[config.mk]
export PLATFORM = sky130hd
export DESIGN_NAME = tmr_refresh_reg
export DESIGN_NICKNAME = d
export VERILOG_FILES = /design/src/rtl/tmr_pkg.sv /design/src/rtl/tmr_voter.sv /design/src/rtl/tmr_phase_seq.sv /design/src/rtl/tmr_copy.sv /design/src/rtl/tmr_refresh_reg.sv
export SDC_FILE = /design/constraint.sdc
export NUM_CORES = 1
export LEC_CHECK = 0
export ABC_CLOCK_PERIOD_IN_PS = 4600
export BUFFER_PORTS_ARGS = -buffer_cell sky130_fd_sc_hd__buf_4
export CAP_MARGIN = 20
export CORE_UTILIZATION = 55
export CTS_BUF_LIST = sky130_fd_sc_hd__clkbuf_2
export DETAILED_ROUTE_END_ITERATION = 8
export GPL_ROUTABILITY_DRIVEN = 0
export HOLD_SLACK_MARGIN = 0.02
export PLACE_DENSITY = 0.78
export SLEW_MARGIN = 20
export SYNTH_ARGS = -nofsm -noshare
export SYNTH_HDL_FRONTEND = slang
export SYNTH_HIERARCHICAL = 1
export SYNTH_SLANG_ARGS = --single-unit
[constraint.sdc]
create_clock -name clk -period 4.6 [get_ports clk]
set_input_delay 0.92 -clock clk [delete_from_list [all_inputs] [get_ports clk]]
set_output_delay 0.92 -clock clk [all_outputs]
set_load 0.01 [all_outputs]
[src/rtl/tmr_pkg.sv]
// Shared helpers for the triplicated register.
// Assumes exactly three copies; the voting rule is fixed at two of three.
package tmr_pkg;
    localparam int NCOPY = 3;

    // Two-of-three majority for one bit.
    function automatic logic maj3(input logic a, input logic b, input logic c);
        return (a & b) | (a & c) | (b & c);
    endfunction
endpackage

[src/rtl/tmr_voter.sv]
// Bitwise two-of-three majority voter, purely combinational.
// Assumes all three inputs have the same width W.
module tmr_voter
    import tmr_pkg::*;
#(
    parameter int W = 8
) (
    input  logic [W-1:0] a,
    input  logic [W-1:0] b,
    input  logic [W-1:0] c,
    output logic [W-1:0] y
);
    // One majority gate per bit position.
    for (genvar i = 0; i < W; i++) begin : g_bit
        assign y[i] = maj3(a[i], b[i], c[i]);
    end
endmodule

[src/rtl/tmr_phase_seq.sv]
// Tick sequencer for one capture window.
// An accepted strobe opens the window. Copy k is told to capture k*DLY ticks
// after the strobe, and the vote is taken at 3*DLY ticks, which also closes
// the window. Strobes seen while the window is open are ignored.
// Assumes DLY >= 1.
module tmr_phase_seq #(
    parameter int DLY = 2
) (
    input  logic       clk,
    input  logic       rst_n,
    input  logic       stb,
    output logic [2:0] cap,
    output logic       vote_en,
    output logic       busy
);
    localparam int LAST = 3 * DLY;
    localparam int CW   = $clog2(LAST + 1);

    logic [CW-1:0] cnt;

    assign busy    = (cnt != '0);
    assign cap[0]  = stb & ~busy;
    assign vote_en = (cnt == CW'(LAST));

    // Capture strobes for the delayed copies.
    for (genvar k = 1; k < 3; k++) begin : g_cap
        assign cap[k] = (cnt == CW'(k * DLY));
    end

    // Tick counter: starts at the strobe and clears on the vote tick.
    always_ff @(posedge clk) begin
        if (!rst_n)       cnt <= '0;
        else if (cap[0])  cnt <= CW'(1);
        else if (vote_en) cnt <= '0;
        else if (busy)    cnt <= cnt + CW'(1);
    end
endmodule

[src/rtl/tmr_copy.sv]
// One stored copy together with its private refresh voter.
// On its capture tick the copy loads din. While idle it reloads the vote of
// all three copies. Otherwise it holds. The flip input is XORed into the
// next value so that upsets can be injected.
// Assumes the caller supplies all three copies, including this one.
module tmr_copy #(
    parameter int             W       = 8,
    parameter logic [W-1:0]   RST_VAL = '0
) (
    input  logic         clk,
    input  logic         rst_n,
    input  logic         cap,
    input  logic         refresh_en,
    input  logic [W-1:0] din,
    input  logic [W-1:0] flip,
    input  logic [W-1:0] c0,
    input  logic [W-1:0] c1,
    input  logic [W-1:0] c2,
    output logic [W-1:0] q
);
    logic [W-1:0] fix;
    logic [W-1:0] nxt;

    tmr_voter #(.W(W)) u_fix (.a(c0), .b(c1), .c(c2), .y(fix));

    // Choose among capture, refresh and hold.
    always_comb begin
        if (cap)             nxt = din;
        else if (refresh_en) nxt = fix;
        else                 nxt = q;
    end

    // Storage with fault injection applied on top.
    always_ff @(posedge clk) begin
        if (!rst_n) q <= RST_VAL;
        else        q <= nxt ^ flip;
    end
endmodule

[src/rtl/tmr_refresh_reg.sv]
// Triplicated, self-refreshing register with staggered capture.
// Three copies sample din at 0, DLY and 2*DLY ticks after an accepted strobe.
// The output takes their bitwise vote at 3*DLY ticks and follows the vote
// on every idle tick. Each copy has its own refresh voter, and a separate
// fourth voter feeds the output and the disagreement flag.
// Assumes one clk edge per tick and DLY >= 1.
module tmr_refresh_reg
    import tmr_pkg::*;
#(
    parameter int               WIDTH   = 8,
    parameter int               DLY     = 2,
    parameter logic [WIDTH-1:0] RST_VAL = '0
) (
    input  logic             clk,
    input  logic             rst_n,
    input  logic             period_stb,
    input  logic [WIDTH-1:0] din,
    input  logic [WIDTH-1:0] flip0,
    input  logic [WIDTH-1:0] flip1,
    input  logic [WIDTH-1:0] flip2,
    output logic [WIDTH-1:0] dout,
    output logic             mismatch
);
    logic [2:0]                   cap;
    logic                         vote_en;
    logic                         busy;
    logic [NCOPY-1:0][WIDTH-1:0]  cp;
    logic [NCOPY-1:0][WIDTH-1:0]  flips;
    logic [WIDTH-1:0]             vote;

    assign flips = {flip2, flip1, flip0};

    tmr_phase_seq #(.DLY(DLY)) u_seq (
        .clk     (clk),
        .rst_n   (rst_n),
        .stb     (period_stb),
        .cap     (cap),
        .vote_en (vote_en),
        .busy    (busy)
    );

    // Three copies, each with its own refresh voter.
    for (genvar k = 0; k < NCOPY; k++) begin : g_copy
        tmr_copy #(.W(WIDTH), .RST_VAL(RST_VAL)) u_copy (
            .clk        (clk),
            .rst_n      (rst_n),
            .cap        (cap[k]),
            .refresh_en (~busy),
            .din        (din),
            .flip       (flips[k]),
            .c0         (cp[0]),
            .c1         (cp[1]),
            .c2         (cp[2]),
            .q          (cp[k])
        );
    end

    // Output voter, independent of the refresh voters.
    tmr_voter #(.W(WIDTH)) u_out_vote (.a(cp[0]), .b(cp[1]), .c(cp[2]), .y(vote));

    // Output register: loads on the vote tick and on idle ticks.
    always_ff @(posedge clk) begin
        if (!rst_n)                dout <= RST_VAL;
        else if (vote_en || !busy) dout <= vote;
    end

    // Disagreement flag for upset logging.
    assign mismatch = |((cp[0] ^ vote) | (cp[1] ^ vote) | (cp[2] ^ vote));
endmodule

==> flow_metrics.py <==
metrics = {
    "floorplanning": {
        "die_h_um": 70.89,
        "io-pin-count": 44,
        "start_util_pct": 58.73,
        "num_rows": 24,
        "core_um2": 4444,
        "die_w_um": 70.89,
        "die-area_um2": 5025,
    },
    "power_and_ir_drop": {
        "p_leak_nw": 1.237,
        "powerDensity_nw_per_um2": 323.0,
        "vdd_drop_max_mv": 0.1860,
        "finalPower_mw": 0.9573,
    },
    "routing": {
        "drtPass1Iterations": 6,
        "vias": 2338,
        "dr.first_iter.drc_count": 130,
        "drc": 8,
        "via_per_inst": 6.153,
        "routed_wl_um": 6353,
        "avgRoutedWirePerCell_um": 16.72,
        "ant_nets": 0,
    },
    "worst_hold_path": {
        "min_path_type": "flip-flop to flip-flop",
        "min_path_cells": 1,
        "min_from": "u_seq/cnt[0]",
    },
    "place": {
        "dp_hpwl_um": 4448,
        "port_buffers": 43,
    },
    "worst_setup_path": {
        "r2r_cells": 8,
        "cp-start-kind": "flip-flop",
        "startpoint": "g_copy[2].u_copy/q[6]",
        "cp.required_ns": 3.68,
        "cp_max_fo": 7,
        "worstSetupEndpointType": "primary output",
        "rr_startpoint": "u_seq/cnt[0]",
        "criticalPathCategory": "flip-flop to primary output",
        "arrival_ns": 2.08,
    },
    "sta": {
        "rsz0062_at_grt": "false",
        "period_minus_slack_ns": 2.996,
        "finalCritPeriodShare_pct": 65.13,
        "fmax_ghz": 0.3338,
        "setup_viol": 0,
        "tightestPinTransition_ns": 0.8602,
        "hold_viol_final": 0,
        "maxSlewHeadroom_pct": 42.59,
        "slew_violations": 0,
        "skew_ns": 0.01271,
        "finalSetupTns_ns": 0,
    },
    "clock_tree": {
        "clkSlewWorstSetupHoldPaths_ns": 0.17,
        "numCtsBuffers": 5,
        "clock_latency_ns": 0.37,
        "clock_path_buffers": 2,
        "cts_root_buf": "clkbuf_2",
        "clock_sinks": 35,
        "postCtsHoldBufs": 0,
        "cts_tree": "yes",
        "cts_setup_buffers": 0,
        "htreeDepth": 2,
        "cts_resized": 0,
    },
    "yosys": {
        "ys_seq_area_share_pct": 26.85,
        "yosys_warnings": 6,
        "syn_inst": 287,
        "synthesis.nets": 325,
        "netlist_area_um2": 2610,
        "yosysUniqueCellTypes": 26,
        "ys_ff_latch": 35,
        "syn_area_per_cell_um2": 9.094,
    },
    "global_route": {
        "grt_max_degree": 26,
        "antenna_found_initial": 0,
        "grt.total_usage_pct": 26.11,
        "grt_first_pass_wirelength_um": 10210,
        "grt_pass1_vias": 2114,
        "overflow": 0,
    },
    "outcome": {
        "violations": "DRC",
        "status": "finished, violations left",
    },
    "cells_and_area": {
        "drive_gt1_share_pct": 27.44,
        "area_delta_synth_final_pct": 13.57,
        "final_nets": 367,
        "diodes": 0,
        "fin_util_pct": 66.69,
    },
    "run": {
        "maxCapViolations": 0,
    },
}
## layer usage
| layer | wire (µm) | share of wire [%] | vias up | global-route usage (%) |
|---|---|---|---|---|
| li1 | - | - | 1180 | - |
| met1 | 2887 | 45 | 1104 | 33.60 |
| met2 | 3101 | 49 | 52 | 44.66 |
| met3 | 337 | 5.3 | 2 | 4.986 |
| met4 | 26 | 0.41 | 0 | 7.333 |
| met5 | 0 | 0 | - | 0 |
## state kept, by name, indices dropped and copies added (netlist names)
register / flops
dout: 8
g_copy.u_copy/q: 24
u_seq/cnt: 3
## area by class of cell
cell class	count	area, µm²
Timing Repair Buffer	45	337.8
Clock buffer	6	30.03
Inverter	10	37.54
Sequential cell	35	700.7
Multi-Input combinational cell	232	1793
Fill cell	400	1480
Tap cell	52	65.06
## critical path: stages (launching register included)
cell and delay [ns]:
dfxtp_1 0.42, maj3_2 0.37, a2bb2oi_1 0.16, nor4_1 0.38, nand4_1 0.19, buf_4 0.19
## final timing paths
check,to,slack [ns]
max,mismatch,1.60
min,u_seq/cnt[0],0.52
max reg2reg,g_copy[2].u_copy/q[6],2.20
min reg2reg,u_seq/cnt[0],0.52
## cells by family (layout without fill, tap and decap cells)
logic type	Yosys count	count (layout)	synth area share, %
fa+ha+maj	35	35	15.24
buf+inv	20	61	4.458
mux	32	32	12.27
simple gates	74	74	15.48
flops	35	35	26.85
compound gates	91	91	25.69
## synth_stat cells
master     number  area [µm²]
inv_2           3       11.26
nor2_1          3       11.26
a211o_1        24       210.2
buf_4           4       30.03
nand2_1        25       93.84
or3_1           1       6.260
nand2b_4        1       13.76
nand2b_1        2       12.51
dfxtp_1        35       700.7
and2b_2         1       8.760
nor3_1          1       5.000
o211ai_1       24       180.2
nand4_1         1       6.260
buf_2           3       15.01
and2_2          2       15.01
buf_6           3       33.78
maj3_2         32       360.4
inv_1           7       26.28
a22oi_1         1       7.510
ha_1            3       37.54
a21oi_1        25       125.1
mux2i_1        32       320.3
a2bb2oi_1      16       140.1
nor2b_1        33       206.5
nor4_1          4       25.02
a211oi_1        1       7.510
## power breakdown
| group | total [mW] | internal, mW | switching, mW | leakage, nW |
|---|---|---|---|---|
| Clock | 0.132 | 0.0344 | 0.0974 | 0.0249 |
| Combinational | 0.412 | 0.215 | 0.197 | 0.923 |
| Sequential | 0.413 | 0.344 | 0.0692 | 0.289 |
## layout by cell type (no fill, tap or decap), drive strengths merged
cell     synthesis  layout
ha               3       3
buf             10      45
and2             2       2
a211o           24      24
clkbuf           0       6
inv             10      10
a22oi            1       1
dfxtp           35      35
o211ai          24      24
nor3             1       1
nand2b           3       3
a2bb2oi         16      16
nor2b           33      33
or3              1       1
and2b            1       1
nor2             3       3
a21oi           25      25
mux2i           32      32
a211oi           1       1
maj3            32      32
nand2           25      25
nor4             4       4
nand4            1       1
## per-stage QoR
step	setup slack, ns	cells	hold WS, ns	instance area, µm²
global placement	2.082	374	0.4957	2934
detailed placement	2.033	374	0.4984	2934
global route	1.445	380	0.5554	2964
floorplan	2.417	287	0.4665	2610
finish	1.604	380	0.5186	2964
CTS	1.579	380	0.5223	2964
No activity file was read; power rests on OpenSTA's default activity.
